**src/rtl/clsd_seq_pkg.sv**
```systemverilog
package clsd_seq_pkg;

   typedef enum logic [1:0] {
      REQ_STBY = 2'd0,
      REQ_MUTE = 2'd1,
      REQ_OPER = 2'd2
   } req_e;

   typedef enum logic [2:0] {
      ST_STBY  = 3'd0,
      ST_CHECK = 3'd1,
      ST_WAIT  = 3'd2,
      ST_MUTE  = 3'd3,
      ST_PLAY  = 3'd4
   } seq_st_e;

   function automatic req_e decode_req(input logic [1:0] code);
      case (code)
         2'b01:   return REQ_MUTE;
         2'b10:   return REQ_OPER;
         default: return REQ_STBY;
      endcase
   endfunction

endpackage

```
**src/rtl/clsd_seq_decode.sv**
```systemverilog
module clsd_seq_decode
   import clsd_seq_pkg::*;
(
   input  logic       clk,
   input  logic       rst_n,
   input  logic [1:0] code,
   output req_e       req
);

   assign req = decode_req(code);


   reserved_stby_chk: assert property (@(posedge clk) disable iff (!rst_n)
      (code == 2'b11) |-> (req == REQ_STBY));

endmodule

```
**src/rtl/clsd_seq_timer.sv**
```systemverilog
module clsd_seq_timer #(
   parameter int LIMIT = 150,
   parameter int CW    = $clog2(LIMIT + 1)
) (
   input  logic          clk,
   input  logic          rst_n,
   input  logic          clr,
   input  logic          run,
   input  logic          tick,
   output logic [CW-1:0] cnt
);

   localparam logic [CW-1:0] LIM_V = CW'(LIMIT);

   generate
      if (LIMIT < 2) begin : g_bad_limit
         $error("clsd_seq_timer: LIMIT must be at least 2");
      end
      if ((1 << CW) <= LIMIT) begin : g_bad_width
         $error("clsd_seq_timer: CW too narrow for LIMIT");
      end
   endgenerate

   always_ff @(posedge clk or negedge rst_n) begin
      if (!rst_n) begin
         cnt <= '0;
      end else if (clr) begin
         cnt <= '0;
      end else if (run && tick && (cnt != LIM_V)) begin
         cnt <= cnt + 1'b1;
      end
   end


   cnt_bound_chk: assert property (@(posedge clk) disable iff (!rst_n)
      cnt <= LIM_V);


   cnt_clear_chk: assert property (@(posedge clk) disable iff (!rst_n)
      clr |=> (cnt == '0));

endmodule

```
**src/rtl/clsd_seq_carrier.sv**
```systemverilog
module clsd_seq_carrier #(
   parameter int CAR_PER = 8,
   parameter bit CAR_EN  = 1'b1
) (
   input  logic clk,
   input  logic rst_n,
   input  logic en,
   output logic car
);

   localparam int PW = (CAR_PER > 2) ? $clog2(CAR_PER) : 1;
   localparam int Q  = CAR_PER / 4;
   localparam logic [PW-1:0] LAST_V = PW'(CAR_PER - 1);
   localparam logic [PW-1:0] Q_V    = PW'(Q);
   localparam logic [PW-1:0] Q3_V   = PW'(3 * Q);

   generate
      if ((CAR_PER < 4) || ((CAR_PER % 4) != 0)) begin : g_bad_per
         $error("clsd_seq_carrier: CAR_PER must be a multiple of 4");
      end

      if (CAR_EN) begin : g_car
         logic [PW-1:0] ph;

         always_ff @(posedge clk or negedge rst_n) begin
            if (!rst_n) begin
               ph <= '0;
            end else if (!en) begin
               ph <= '0;
            end else if (ph == LAST_V) begin
               ph <= '0;
            end else begin
               ph <= ph + 1'b1;
            end
         end

         assign car = en && (ph >= Q_V) && (ph < Q3_V);


         first_low_chk: assert property (@(posedge clk) disable iff (!rst_n)
            $rose(en) |-> !car);
      end else begin : g_no_car
         assign car = 1'b0;
      end
   endgenerate

endmodule

```
**src/rtl/clsd_mode_seq.sv**
```systemverilog
module clsd_mode_seq
   import clsd_seq_pkg::*;
#(
   parameter int SW_TICKS  = 100,
   parameter int AUD_TICKS = 50,
   parameter int CAR_PER   = 8,
   parameter bit CAR_EN    = 1'b1
) (
   input  logic       clk,
   input  logic       rst_n,
   input  logic       tick_ms,
   input  logic [1:0] mode_req,
   input  logic       rail_short,
   output logic       sw_en,
   output logic       aud_en,
   output logic       car_ref,
   output logic [2:0] seq_state
);

   localparam int TOTAL = SW_TICKS + AUD_TICKS;
   localparam int CW    = $clog2(TOTAL + 1);
   localparam logic [CW-1:0] SW_LAST_V = CW'(SW_TICKS - 1);
   localparam logic [CW-1:0] TOTAL_V   = CW'(TOTAL);

   generate
      if (SW_TICKS < 1) begin : g_bad_sw
         $error("clsd_mode_seq: SW_TICKS must be at least 1");
      end
      if (AUD_TICKS < 1) begin : g_bad_aud
         $error("clsd_mode_seq: AUD_TICKS must be at least 1");
      end
   endgenerate

   req_e          req;
   seq_st_e       st_q, st_d;
   logic [CW-1:0] cnt;
   logic          tmr_clr, tmr_run, dwell_done, sw_hit;

   clsd_seq_decode i_dec (
      .clk   (clk),
      .rst_n (rst_n),
      .code  (mode_req),
      .req   (req)
   );

   assign tmr_clr = (st_q == ST_STBY) || (st_q == ST_CHECK);
   assign tmr_run = (st_q == ST_WAIT) || (st_q == ST_MUTE) || (st_q == ST_PLAY);

   clsd_seq_timer #(
      .LIMIT (TOTAL),
      .CW    (CW)
   ) i_tmr (
      .clk   (clk),
      .rst_n (rst_n),
      .clr   (tmr_clr),
      .run   (tmr_run),
      .tick  (tick_ms),
      .cnt   (cnt)
   );

   assign sw_hit     = tick_ms && (cnt == SW_LAST_V);
   assign dwell_done = (cnt == TOTAL_V);

   always_comb begin
      st_d = st_q;
      if (req == REQ_STBY) begin
         st_d = ST_STBY;
      end else begin
         case (st_q)
            ST_STBY:  st_d = ST_CHECK;
            ST_CHECK: if (!rail_short) st_d = ST_WAIT;
            ST_WAIT:  if (sw_hit) st_d = ST_MUTE;
            ST_MUTE:  if ((req == REQ_OPER) && dwell_done) st_d = ST_PLAY;
            ST_PLAY:  if (req == REQ_MUTE) st_d = ST_MUTE;
            default:  st_d = ST_STBY;
         endcase
      end
   end

   always_ff @(posedge clk or negedge rst_n) begin
      if (!rst_n) begin
         st_q <= ST_STBY;
      end else begin
         st_q <= st_d;
      end
   end

   assign sw_en     = (st_q == ST_MUTE) || (st_q == ST_PLAY);
   assign aud_en    = (st_q == ST_PLAY);
   assign seq_state = st_q;

   clsd_seq_carrier #(
      .CAR_PER (CAR_PER),
      .CAR_EN  (CAR_EN)
   ) i_car (
      .clk   (clk),
      .rst_n (rst_n),
      .en    (sw_en),
      .car   (car_ref)
   );


   short_stall_chk: assert property (@(posedge clk) disable iff (!rst_n)
      ((st_q == ST_CHECK) && rail_short && (req != REQ_STBY)) |=> (st_q == ST_CHECK));


   stby_drop_chk: assert property (@(posedge clk) disable iff (!rst_n)
      (req == REQ_STBY) |=> (!sw_en && !aud_en));


   aud_req_chk: assert property (@(posedge clk) disable iff (!rst_n)
      $rose(aud_en) |-> $past(req == REQ_OPER));


   sw_tick_chk: assert property (@(posedge clk) disable iff (!rst_n)
      $rose(sw_en) |-> $past(tick_ms));

endmodule

```
**config.mk**
```make
export PLATFORM = sky130hd
export DESIGN_NAME = clsd_mode_seq
export DESIGN_NICKNAME = d
export VERILOG_FILES = /design/src/rtl/clsd_seq_pkg.sv /design/src/rtl/clsd_seq_decode.sv /design/src/rtl/clsd_seq_timer.sv /design/src/rtl/clsd_seq_carrier.sv /design/src/rtl/clsd_mode_seq.sv
export SDC_FILE = /design/constraint.sdc
export NUM_CORES = 1
export LEC_CHECK = 0
export ABC_CLOCK_PERIOD_IN_PS = 4400
export BUFFER_PORTS_ARGS = -buffer_cell sky130_fd_sc_hd__buf_2
export CAP_MARGIN = 20
export CORE_MARGIN = 5
export CORE_UTILIZATION = 25
export DETAILED_ROUTE_END_ITERATION = 7
export GPL_TIMING_DRIVEN = 0
export PLACE_DENSITY = 0.46
export SETUP_SLACK_MARGIN = 0.1
export SYNTH_ARGS = -nofsm -noshare
export SYNTH_HDL_FRONTEND = slang
export SYNTH_HIERARCHICAL = 1
export SYNTH_SLANG_ARGS = --single-unit
```
**constraint.sdc**
```tcl
create_clock -name clk -period 4.4 [get_ports clk]
set_clock_uncertainty 0.2 [all_clocks]
set_input_delay 0.88 -clock clk [delete_from_list [all_inputs] [get_ports clk]]
set_output_delay 0.88 -clock clk [all_outputs]
set_load 0.02 [all_outputs]
```
# Yosys cells after proc, flatten, opt, wreduce, memory -nomap -nowiden
# Cells that the tools add are included.
# W data, S select, Z words.
dict set report totals {
  reg_bits 14
  latch_bits 0
  ramBits 0
  mem_bits_ro 0
  inputBits 6
  out_inout_bits 6
  word_cells 48
  memories 0
}
dict set report classes {
  addsub 2
  mul 0
  div_mod_pow 0
  order_cmp 2
  eq_ne 16
  shift 0
  mux 11
  bitwise_logic 0
  reduce_logical 14
}
# cell n
set op_table {}
lappend op_table {{$mux W3} 7}
lappend op_table {{$mux W8} 2}
lappend op_table {{$pmux W3 S5} 1}
lappend op_table {{$add A8 B1 Y8 const B} 1}
lappend op_table {{$eq A8 B7 Y1 const B} 1}
lappend op_table {{$eq A8 B8 Y1 const B} 1}
lappend op_table {{$ne A8 B8 Y1 const B} 1}
lappend op_table {{$eq A3 B2 Y1 const B} 2}
lappend op_table {{$eq A3 B3 Y1 const B} 2}
lappend op_table {{$logic_and A1 B1 Y1} 6}
lappend op_table {{$ne A3 B2 Y1 const B} 2}
lappend op_table {{$eq A2 B1 Y1 const B} 2}
lappend op_table {{$eq A2 B2 Y1 const B} 2}
lappend op_table {{$logic_or A1 B1 Y1} 4}
lappend op_table {{$pmux W2 S2} 1}
lappend op_table {{$reduce_and A4 Y1} 1}
lappend op_table {{$add A3 B1 Y3 const B} 1}
lappend op_table {{$eq A3 B1 Y1 const B} 1}
lappend op_table {{$ge A3 B2 Y1 const B} 1}
lappend op_table {{$logic_not A3 Y1} 1}
lappend op_table {{$lt A3 B3 Y1 const B} 1}
lappend op_table {{$ne A3 B1 Y1 const B} 1}
lappend op_table {{$ne A3 B3 Y1 const B} 1}
lappend op_table {{$logic_not A2 Y1} 1}
lappend op_table {{$reduce_bool A2 Y1} 1}

# Longest topological paths before layout
# Gate-level depths: netlist of the first run.
dict set report logic_depth {
  ltp_word 7
  mapped_depth 6
  mapped_depth_nobuf 6
}

# Modules after synthesis
# The synthesis of the first run kept the hierarchy.
# module instances cells_per_inst area_each_um2 seq_area_each_um2
set by_module_without_submodules {}
lappend by_module_without_submodules {clsd_seq_timer 1 48 496.7 200.2}
lappend by_module_without_submodules {clsd_mode_seq 1 33 255.2 75.1}
lappend by_module_without_submodules {clsd_seq_carrier 1 10 135.1 75.1}
lappend by_module_without_submodules {clsd_seq_decode 1 2 15.0 0.0}

# Worst setup path after synthesis of the first run
# No wires, ideal clock.
dict set report synth_path {
  path_type {flip-flop to output port}
  startpoint {register st_q[2] (netlist: seq_state[2])}
  endpoint {output port car_ref}
  t_arrival_ps 1309
  slack_ps 2011
  path_stages_with_launch 5
  cell_sequence {dfrtp_1 and2b_1 nand2_1 nand2_1 and2_1}
}
dict set report synth_between {
  elab_chain_cells 4
}
# item line
set synth_rtl {}
lappend synth_rtl {{start, declared} clsd_mode_seq.sv:35} ;# seq_st_e st_q, st_d;
lappend synth_rtl {{start signal, assigned} clsd_mode_seq.sv:84} ;# st_q <= st_d;
lappend synth_rtl {{$eq A3 B2 Y1 or $eq A3 B3 Y1 (tied branches)} clsd_mode_seq.sv:88} ;# assign sw_en = (st_q == ST_MUTE) || (st_q == ST_PLAY);
lappend synth_rtl {{$logic_or A1 B1 Y1 *} clsd_mode_seq.sv:88}
lappend synth_rtl {{via sw_en} clsd_mode_seq.sv:14} ;# output logic sw_en,
lappend synth_rtl {{$logic_and A1 B1 Y1 * (2 in series)} clsd_seq_carrier.sv:37} ;# assign car = en && (ph >= Q_V) && (ph < Q3_V);
lappend synth_rtl {{end, declared} clsd_mode_seq.sv:16} ;# output logic car_ref,
# The timed path passes the listed nets; every way through them passes the cells marked *.

# Worst setup path in the final report of the first run
dict set report layout_path {
  startpoint {register st_q[2] (netlist: seq_state[2])}
  endpoint {output port car_ref}
}
dict set report layout_between {
  elab_chain_cells 4
}
# item line
set layout_rtl {}
lappend layout_rtl {{$eq A3 B2 Y1 or $eq A3 B3 Y1 (tied branches)} clsd_mode_seq.sv:88}
lappend layout_rtl {{$logic_or A1 B1 Y1 *} clsd_mode_seq.sv:88}
lappend layout_rtl {{$logic_and A1 B1 Y1 * (2 in series)} clsd_seq_carrier.sv:37}
# Every way passes the cells marked *; elsewhere a longest branch is shown, timed or not.

==> results of run 1 <==
## logic make-up (layout without fill, tap and decap cells)
family | Yosys count | in the layout | share of synthesized area
simple gates | 49 | 49 | 0.351
compound gates | 16 | 16 | 0.117
flops | 14 | 14 | 0.388
buf+inv | 5 | 19 | 0.0291
fa+ha+maj | 4 | 4 | 0.0555
mux | 4 | 4 | 0.0499
xor+xnor | 1 | 1 | 0.00971
## sequential cells by signal, summed over array words and instances, names as in the netlist
| register | count |
|---|---|
| i_car/g_car.ph | 3 |
| i_tmr/cnt | 8 |
| seq_state | 3 |
## metrics by stage
step	utilization	setup WS, ns	cell area, µm²	total power, µW	hold WS (ns)
finish	0.304	1.80	1040	288	0.248
CTS	0.304	1.77	1040	296	0.256
global placement	0.297	2.12	1010	219	0.232
detailed placement	0.297	2.10	1010	220	0.244
floorplan	-	2.01	902	196	0.213
global route	0.304	1.65	1040	314	0.277
## worst max-delay path by stage
| stage | from | endpoint | slack, ns | cells past startpoint |
|---|---|---|---|---|
| after floorplan | seq_state[2]$_DFFE_PN0P_ | car_ref | 2.01 | 4 |
| after global placement | seq_state[2]$_DFFE_PN0P_ | car_ref | 2.12 | 5 |
| after detailed placement | seq_state[2]$_DFFE_PN0P_ | car_ref | 2.10 | 5 |
| after CTS | seq_state[2]$_DFFE_PN0P_ | car_ref | 1.77 | 5 |
| after global routing | seq_state[2]$_DFFE_PN0P_ | car_ref | 1.65 | 5 |
| final | seq_state[2]$_DFFE_PN0P_ | car_ref | 1.80 | 5 |
## power by group through the flow
stage,clock (µW),combinational (µW),sequential (µW)
6_report,72.6,69.9,146
5_1_grt,84.9,80.9,148
3_5_place_dp,0,71.7,148
2_1_floorplan,0,42.4,154
4_1_cts,78.5,72.1,146
3_3_place_gp,0,71.0,148
## placed cells by master (no fill, tap or decap), types with 2 or more instances in the layout
cell / n
nor2_1: 10
nand2_1: 7
nor4bb_1: 2
mux2_2: 4
clkbuf_4: 3
dfrtp_1: 14
nand4_1: 3
and2_1: 5
o31ai_1: 2
nand3_1: 2
nor2b_1: 5
buf_2: 11
or4_1: 2
a211oi_1: 2
a21oi_1: 6
inv_1: 3
nand2b_1: 2
ha_1: 4
nor3b_1: 3
a31o_2: 2
## worst max-delay path: cells and delay by family (launching register included)
family,cells,cell delay (ns)
simple gates,4,0.64
flops,1,0.46
buf+inv,1,0.15
## final cells by class
type | count | area share
tap | 46 | 0.0555
multi-input combinational | 74 | 0.507
timing repair buffer | 11 | 0.0531
clock buffer | 3 | 0.0217
buffer | 2 | 0.0145
inverter | 3 | 0.0109
sequential | 14 | 0.338
## routing by layer
metal	routed length, µm	GRT usage	vias up
li1	-	-	371
met1	939	0.110	351
met2	886	0.144	16
met3	110	0.0402	4
met4	27	0.0298	0
met5	0	0	-
==> impl_metrics.csv, run 1 <==
group,metric,value,unit
floorplanning,boundaryPins,12,
pwr,cellLeakagePower,0.000468,µW
sta,worstMarginPinSlew,0.420,ns
cts,cts_buffers,3,
yosys,synthMostInstantiatedCell,"dfrtp_1",
worst_hold_path,worst_hold_path_class,"flop to flop",
pwr,internal_power_contribution,194,µW
pwr,worst_vdd_rail_ir_drop,0.103,mV
yosys,syn-num-nets,103,
setup_path,cpMostUsedCell,"nand2_1",
cts,clockRootBuffer,"clkbuf_4",
floorplanning,die_height,70.1,µm
global_route,grt.overflow.total,0,
worst_hold_path,min_delay_endpoint,"i_car/g_car.ph[0]$_DFF_PN0_",
layout,num_antenna_cells,0,
layout,final-instance-count-excl-fill,153,
sta,totalNegativeSetupSlack,0,ns
yosys,number_of_standard_cells_after_synthesis,93,
sta,timing.fmax,385,MHz
setup_path,timing.reg2reg.setup_slack,2.31,ns
sta,period_share,0.591,
cts,clock_latency,0.28,ns
yosys,number_of_synthesis_warnings,6,
yosys,number_of_enable_flip_flop_cells_after_synthesis,0,
floorplanning,placeableCoreArea,0.00342,mm²
floorplanning,die-area,0.00491,mm²
yosys,yosys_register_bits,14,
cts,cts.sink_count,14,
drt,route.detailed.vias_per_inst,4.85,
sta,slew-limit-headroom,0.720,
setup_path,critical_path_peak_fanout,8,
layout,fraction_of_final_layout_cells_with_drive_strength_greater_than_1,0.243,
cts,post_cts_resize_count,0,
setup_path,data_required_time_at_the_worst_endpoint,3.32,ns
drt,tritonroute_pass_1_iters,4,
global_route,antenna_found_initial,0,
job,max-cap-violations,0,
drt,detail_route.wirelength,1.97,mm
setup_path,path_cells,"and2b_1, nand2_1, nand2_1, and2_1, buf_2",
pwr,switching_power_share_of_the_total,0.328,
floorplanning,horizontal_die_dimension,70.1,µm
drt,vias,742,
yosys,yosys.cell_types.count,33,
yosys,seq_area_frac_synth,0.388,
sta,count_of_pins_over_their_slew_limit,0,
placed_design,dpl.cell_count,150,
setup_path,critical_path_arrival,1.52,ns
worst_hold_path,hold_path.startpoint,"i_car/g_car.ph[0]$_DFF_PN0_",
layout,fin_nets,119,
setup_path,ff_to_ff_path_depth,6,
pwr,p_switching,94.4,µW
yosys,top_cell_type_by_total_area_after_synthesis,"dfrtp_1",
global_route,grt_pass1_vias,759,
drt,residual_drc_count,0,
floorplanning,start_util,0.264,
outcome,run_status,"finished clean",
setup_path,critical_path_start_end_classification,"flop to output port",
pwr,pwr-share-seq,0.506,
floorplanning,num_rows,21,
sta,rsz0062_at_grt,"no",
drt,drtAntennaViolNets,0,
cts,tritoncts,"done",
yosys,avg_inst_size_synth,9.70,µm²
pwr,comb_power_share,0.243,
yosys,synth_ff_type,"dfrtp_1",
layout,register_area,350,µm²
layout,total_area_of_multi_input_combinational_cells,526,µm²
yosys,async_set_reset_flop_share_out_of_synthesis,1.00,
global_route,grt_first_pass_wirelength,3.61,mm
sta,finalCriticalPeriod,2.60,ns
yosys,yosys-top-cells-count,"14 x dfrtp_1, 10 x nor2_1, 7 x nand2_1",
cts,ctsLongestPathBuffers,2,
cts,clkSlewWorstSetupHoldPaths,0.08,ns
placed_design,io_buffers,11,
drt,detailedRoute.firstIterationViolations,33,
placed_design,dpl.hpwl,1.51,mm
global_route,maximum_number_of_pins_on_one_net_before_global_route_repair,15,
setup_path,slowest_stage_cell_crit_path,"dfrtp_1",
pwr,p_per_area,278,mW/mm²
yosys,synth_top_area_share,0.388,
yosys,post_synth_main_area_contributors,"dfrtp_1 39%, ha_1 5.5%, mux2_2 5.0%, nor2_1 4.2%, and2_1 3.5%",
setup_path,timing.critical_path.from_type,"flop",
cts,cts-htree-levels,1,
pwr,clock_power_share,0.252,
cts,post_cts.repair.setup_buffers,0,
drt,wire_per_inst,12.8,µm
sta,setup_viol_count_final,0,
setup_path,max_stage_delay,0.46,ns
cts,holdBufCountCts,0,
worst_hold_path,min_delay_path_depth,1,
setup_path,critical_path.reg2reg.startpoint,"seq_state[1]$_DFFE_PN0P_",
setup_path,timing.critical_path.to_type,"output port",
setup_path,r2r_end,"i_tmr/cnt[3]$_DFFE_PN0P_",
placed_design,place.gp.congestion,0.751,
layout,nFillCells,387,
global_route,groute.usage.overall,0.0909,
layout,synthToLayoutAreaGrowth,15.0,%
yosys,syn_area,902,µm²
sta,timing_hold_violations_final,0,
Power figures use the tool's default switching activity.
==> run 2: changes to the inputs <==
Settings changed: ABC_CLOCK_PERIOD_IN_PS 4400 to 2500.
Clock period 4.4 ns to 2.5 ns, I/O delays scaled along.
==> run 2 against run 1 <==
  * Count of clock-buffer cells in the layout unchanged
  * First-iteration DRC count decreased by 33%
  * Sequential power increased by 75%
  * Non-clock buffer count increased by 1
  * Flip-flop and latch count unchanged
  * Global-route usage about the same
  * Die area unchanged
  * Utilization increased by 0.29 points
  * Worst hold slack unchanged
==> impl_metrics.csv, run 2 (same netlist as run 1, synthesis figures left out) <==
group,metric,value,unit
layout,leading_cell_types_in_the_layout_fill_and_taps_excluded,"14 x dfrtp_1, 11 x buf_2, 10 x nor2_1, 7 x nand2_1, 6 x a21oi_1",
drt,vias,747,
pwr,worst_vdd_rail_ir_drop,0.181,mV
drt,detailedRoute.firstIterationViolations,22,
floorplanning,boundaryPins,12,
cts,clock_latency,0.28,ns
cts,ctsLongestPathBuffers,2,
cts,clkSlewWorstSetupHoldPaths,0.08,ns
sta,timing.fmax,451,MHz
sta,rsz0062_at_grt,"no",
global_route,antenna_found_initial,0,
setup_path,max_stage_delay,0.46,ns
layout,fin_nets,120,
global_route,grt.overflow.total,0,
drt,drtAntennaViolNets,0,
drt,tritonroute_pass_1_iters,5,
cts,post_cts_resize_count,0,
sta,period_share,0.886,
floorplanning,horizontal_die_dimension,70.1,µm
pwr,pwr-share-seq,0.505,
setup_path,number_of_buffers_and_inverters_on_the_critical_path,1,
job,max-cap-violations,0,
cts,tritoncts,"done",
pwr,p_per_area,485,mW/mm²
placed_design,dpl.cell_count,150,
sta,totalNegativeSetupSlack,0,ns
pwr,comb_power_share,0.244,
setup_path,cpMostUsedCell,"nand2_1",
drt,detail_route.wirelength,1.97,mm
setup_path,path_cells,"and2b_1, nand2_1, nand2_1, and2_1, buf_2",
layout,num_antenna_cells,0,
floorplanning,placeableCoreArea,0.00342,mm²
placed_design,io_buffers,11,
cts,cts_buffers,3,
placed_design,dpl.hpwl,1.51,mm
placed_design,place.gp.congestion,0.751,
floorplanning,num_rows,21,
pwr,internal_power_contribution,342,µW
worst_hold_path,min_delay_path_depth,1,
floorplanning,start_util,0.264,
layout,most_common_cell_after_layout_fill_and_taps_aside,"dfrtp_1",
sta,count_of_pins_over_their_slew_limit,0,
setup_path,timing.reg2reg.setup_slack,0.41,ns
setup_path,critical_path_arrival,1.52,ns
drt,residual_drc_count,0,
pwr,switching_power_share_of_the_total,0.327,
layout,synthToLayoutAreaGrowth,16.1,%
setup_path,ff_to_ff_path_depth,6,
sta,hold_slack,0.248,ns
floorplanning,die_height,70.1,µm
worst_hold_path,worst_hold_path_class,"flop to flop",
pwr,cellLeakagePower,0.000472,µW
setup_path,data_required_time_at_the_worst_endpoint,1.80,ns
drt,route.detailed.vias_per_inst,4.85,
setup_path,timing.critical_path.to_type,"output port",
pwr,p_switching,166,µW
setup_path,r2r_end,"i_tmr/cnt[3]$_DFFE_PN0P_",
setup_path,critical_path_peak_fanout,8,
global_route,grt_pass1_vias,764,
global_route,grt_first_pass_wirelength,3.62,mm
global_route,groute.usage.overall,0.0912,
sta,setup_viol_count_final,0,
setup_path,critical_path_start_end_classification,"flop to output port",
worst_hold_path,min_delay_endpoint,"i_car/g_car.ph[0]$_DFF_PN0_",
sta,timing_hold_violations_final,0,
global_route,maximum_number_of_pins_on_one_net_before_global_route_repair,15,
drt,wire_per_inst,12.8,µm
setup_path,timing.critical_path.from_type,"flop",
cts,cts.sink_count,14,
layout,register_with_the_most_flip_flops,"i_tmr/cnt",
cts,cts-htree-levels,1,
layout,fraction_of_final_layout_cells_with_drive_strength_greater_than_1,0.241,
pwr,clock_power_share,0.251,
sta,worstMarginPinSlew,0.420,ns
floorplanning,die-area,0.00491,mm²
layout,largest_reg_flops,8,
cts,clockRootBuffer,"clkbuf_4",
layout,final-instance-count-excl-fill,154,
sta,finalCriticalPeriod,2.22,ns
worst_hold_path,hold_path.startpoint,"i_car/g_car.ph[0]$_DFF_PN0_",
setup_path,critical_path.top_delay_family,"simple AND/OR/NAND/NOR gates",
setup_path,critical_path.startpoint,"seq_state[2]$_DFFE_PN0P_",
sta,slew-limit-headroom,0.720,
setup_path,critical_path.reg2reg.startpoint,"seq_state[1]$_DFFE_PN0P_",
setup_path,slowest_stage_cell_crit_path,"dfrtp_1",
cts,post_cts.repair.setup_buffers,0,
outcome,run_status,"finished clean",
-- run 2: cell count changes in the layout (fill, tap and decap cells not counted) --
cell / previous run / this run
dlygate4sd3_1: 0 / 1
-- run 2: worst max-delay path by stage --
stage               slack (ns)                  endpoint  depth (start not counted)
floorplan                 0.49                   car_ref                          4
global placement          0.44  i_tmr/cnt[3]$_DFFE_PN0P_                          6
detailed placement        0.42  i_tmr/cnt[3]$_DFFE_PN0P_                          6
CTS                       0.25                   car_ref                          5
global route              0.13                   car_ref                          5
finish                    0.28                   car_ref                          5
-- run 2: worst register-to-register path: cells and delay by family (launching register included) --
family / cells / cell delay [ns]
and+or+nand+nor: 3 / 0.48
buffers and inverters: 1 / 0.11
muxes: 1 / 0.37
AOI/OAI and AO/OA: 1 / 0.35
DFF: 1 / 0.47
-- run 2: through the flow --
stage,setup slack (ns),cell area (µm²),utilization,total power (µW)
6_report,0.285,1050,0.307,508
5_1_grt,0.134,1050,0.307,554
4_1_cts,0.249,1050,0.307,523
3_5_place_dp,0.420,1010,0.297,387
3_3_place_gp,0.440,1010,0.297,386
2_1_floorplan,0.491,902,-,345
-- run 2: repair_timing --
| action | CTS | global route |
|---|---|---|
| endpoints found under the hold margin | 14 | 0 |
| hold buffers | 1 | 0 |
| setup endpoints to repair | 0 | 0 |
-- run 2: layout make-up --
cell class / instances / area (µm²)
Fill cell: 386 / 2370
Tap cell: 46 / 57.6
Clock buffer: 3 / 22.5
Multi-Input combinational cell: 74 / 526
Sequential cell: 14 / 350
Inverter: 3 / 11.3
Buffer: 2 / 15.0
Timing Repair Buffer: 12 / 65.1
-- run 2: power groups by stage --
stage	Clock [µW]	Combinational [µW]	Sequential (µW)
after global placement	0	125	261
after floorplan	0	74.6	270
after CTS	138	128	257
after detailed placement	0	126	261
final	128	124	256
after global routing	149	144	261
-- run 2: layer usage --
metal | track usage | share of wire
met1 | 0.111 | 0.48
met2 | 0.144 | 0.45
met3 | 0.0402 | 0.056
met4 | 0.0298 | 0.014
met5 | 0 | 0
==> run 3: changes to the inputs <==
Settings changed: CORE_ASPECT_RATIO set to 1.4.
==> run 3 against run 2 <==
  * Count of clock-buffer cells in the layout is 1 higher
  * Sequential share of layout area fell by 0.78 points
  * First-iteration DRC count down 14%
  * Sequential power is essentially flat
  * Utilization is 0.50 points higher
  * Critical endpoint unchanged
  * Largest cell class unchanged
  * Largest power group unchanged
==> impl_metrics.csv, run 3 (same netlist as run 1, synthesis figures left out) <==
group,metric,value,unit
setup_path,r2r_end,"i_tmr/cnt[3]$_DFFE_PN0P_",
job,max-cap-violations,0,
placed_design,io_buffers,11,
setup_path,cpMostUsedCell,"nand2_1",
setup_path,critical_path_start_end_classification,"flop to output port",
layout,total_area_of_multi_input_combinational_cells,526,µm²
sta,timing_hold_violations_final,0,
drt,residual_drc_count,0,
layout,layout.cell_area.non_filler,0.00107,mm²
layout,leading_cell_types_in_the_layout_fill_and_taps_excluded,"14 x dfrtp_1, 11 x buf_2, 10 x nor2_1, 7 x nand2_1, 6 x a21oi_1",
cts,clkSlewWorstSetupHoldPaths,0.06,ns
sta,finalCriticalPeriod,2.19,ns
pwr,worst_vdd_rail_ir_drop,0.254,mV
setup_path,critical_path.reg2reg.startpoint,"seq_state[1]$_DFFE_PN0P_",
floorplanning,horizontal_die_dimension,60.8,µm
sta,period_share,0.875,
sta,timing.fmax,457,MHz
setup_path,ff_to_ff_path_depth,6,
floorplanning,num_rows,25,
cts,cts_buffers,3,
setup_path,critical_path.top_delay_family,"simple AND/OR/NAND/NOR gates",
layout,final-instance-count-excl-fill,149,
layout,fin_nets,120,
drt,drtAntennaViolNets,0,
setup_path,max_stage_delay,0.45,ns
setup_path,data_required_time_at_the_worst_endpoint,1.80,ns
global_route,grt_pass1_vias,753,
placed_design,dpl.hpwl,1.54,mm
cts,clock_latency,0.24,ns
global_route,grt_first_pass_wirelength,3.32,mm
floorplanning,die-area,0.00493,mm²
worst_hold_path,worst_hold_path_class,"flop to flop",
setup_path,critical_path_peak_fanout,8,
worst_hold_path,min_delay_path_depth,1,
layout,synthToLayoutAreaGrowth,18.9,%
layout,num_antenna_cells,0,
sta,setup_viol_count_final,0,
layout,most_common_cell_after_layout_fill_and_taps_aside,"dfrtp_1",
floorplanning,die_height,81.1,µm
floorplanning,placeableCoreArea,0.00344,mm²
drt,detailedRoute.firstIterationViolations,19,
outcome,run_status,"finished clean",
sta,hold_slack,0.261,ns
drt,tritonroute_pass_1_iters,4,
floorplanning,boundaryPins,12,
cts,clockRootBuffer,"clkbuf_8",
global_route,groute.usage.overall,0.0894,
setup_path,critical_path_arrival,1.49,ns
layout,register_with_the_most_flip_flops,"i_tmr/cnt",
floorplanning,start_util,0.262,
cts,post_cts.repair.setup_buffers,0,
worst_hold_path,min_delay_endpoint,"i_car/g_car.ph[0]$_DFF_PN0_",
setup_path,number_of_buffers_and_inverters_on_the_critical_path,1,
sta,rsz0062_at_grt,"no",
worst_hold_path,hold_path.startpoint,"i_car/g_car.ph[0]$_DFF_PN0_",
sta,totalNegativeSetupSlack,0,ns
sta,worstMarginPinSlew,0.466,ns
sta,slew-limit-headroom,0.689,
sta,count_of_pins_over_their_slew_limit,0,
cts,cts.sink_count,14,
pwr,cellLeakagePower,0.000487,µW
setup_path,path_cells,"and2b_1, nand2_1, nand2_1, and2_1, buf_2",
cts,tritoncts,"done",
cts,cts-htree-levels,1,
drt,route.detailed.vias_per_inst,4.95,
layout,register_area,350,µm²
setup_path,slowest_stage_cell_crit_path,"dfrtp_1",
cts,ctsLongestPathBuffers,2,
global_route,antenna_found_initial,0,
layout,fraction_of_final_layout_cells_with_drive_strength_greater_than_1,0.248,
layout,largest_reg_flops,8,
drt,wire_per_inst,13.5,µm
setup_path,timing.critical_path.from_type,"flop",
pwr,p_per_area,563,mW/mm²
placed_design,place.gp.congestion,0.777,
setup_path,timing.critical_path.to_type,"output port",
layout,nFillCells,370,
global_route,maximum_number_of_pins_on_one_net_before_global_route_repair,15,
drt,detail_route.wirelength,2.01,mm
global_route,grt.overflow.total,0,
placed_design,dpl_cell_area,0.00101,mm²
setup_path,timing.reg2reg.setup_slack,0.39,ns
placed_design,dpl.cell_count,144,
drt,vias,738,
## run 3: cell count changes in the layout (fill, tap and decap cells not counted)
cell	before	now
clkbuf_8	0	4
clkbuf_4	3	0
## run 3: worst max path at each step
stage	to	slack, ns	from	cells past startpoint
floorplan	car_ref	0.49	seq_state[2]$_DFFE_PN0P_	4
global placement	i_tmr/cnt[3]$_DFFE_PN0P_	0.47	seq_state[1]$_DFFE_PN0P_	6
detailed placement	i_tmr/cnt[3]$_DFFE_PN0P_	0.41	seq_state[1]$_DFFE_PN0P_	6
CTS	car_ref	0.29	seq_state[2]$_DFFE_PN0P_	5
global route	car_ref	0.21	seq_state[2]$_DFFE_PN0P_	5
finish	car_ref	0.31	seq_state[2]$_DFFE_PN0P_	5
## run 3: timing repair
action,in CTS,in global routing
hold buffers,1,0
resized for setup,0,0
hold endpoints to repair,14,0
## run 3: layout make-up
cell class | count | share of cell area
Clock buffer | 4 | 0.0513
Sequential cell | 14 | 0.327
Buffer | 2 | 0.0140
Tap cell | 40 | 0.0467
Inverter | 3 | 0.0105
Multi-Input combinational cell | 74 | 0.490
Timing Repair Buffer | 12 | 0.0607
## run 3: stage by stage
| stage | setup WS (ns) | utilization | power [µW] |
|---|---|---|---|
| after floorplan | 0.491 | - | 345 |
| after global placement | 0.466 | 0.293 | 387 |
| after detailed placement | 0.412 | 0.293 | 391 |
| after CTS | 0.293 | 0.312 | 620 |
| after global routing | 0.206 | 0.312 | 646 |
| final | 0.313 | 0.312 | 604 |
## run 3: layer usage
layer / global-route usage / routed length, µm
met3: 0.0159 / 88
met2: 0.147 / 983
met5: 0 / 0
met4: 0.0456 / 23
met1: 0.109 / 910
## run 3: worst register-to-register path: stages (launching register included)
cell and delay (ns):
dfrtp_1 0.47, inv_1 0.11, nand3b_1 0.14, nand2_1 0.18, nand4_2 0.18, a211oi_1 0.35
mux2_2 0.37
## run 3: power breakdown
group	switching (µW)	internal (µW)	leakage (µW)
Clock	79.5	139	0.0000288
Combinational	80.1	47.1	0.000265
Sequential	18.5	240	0.000193
Total	178	426	0.000487
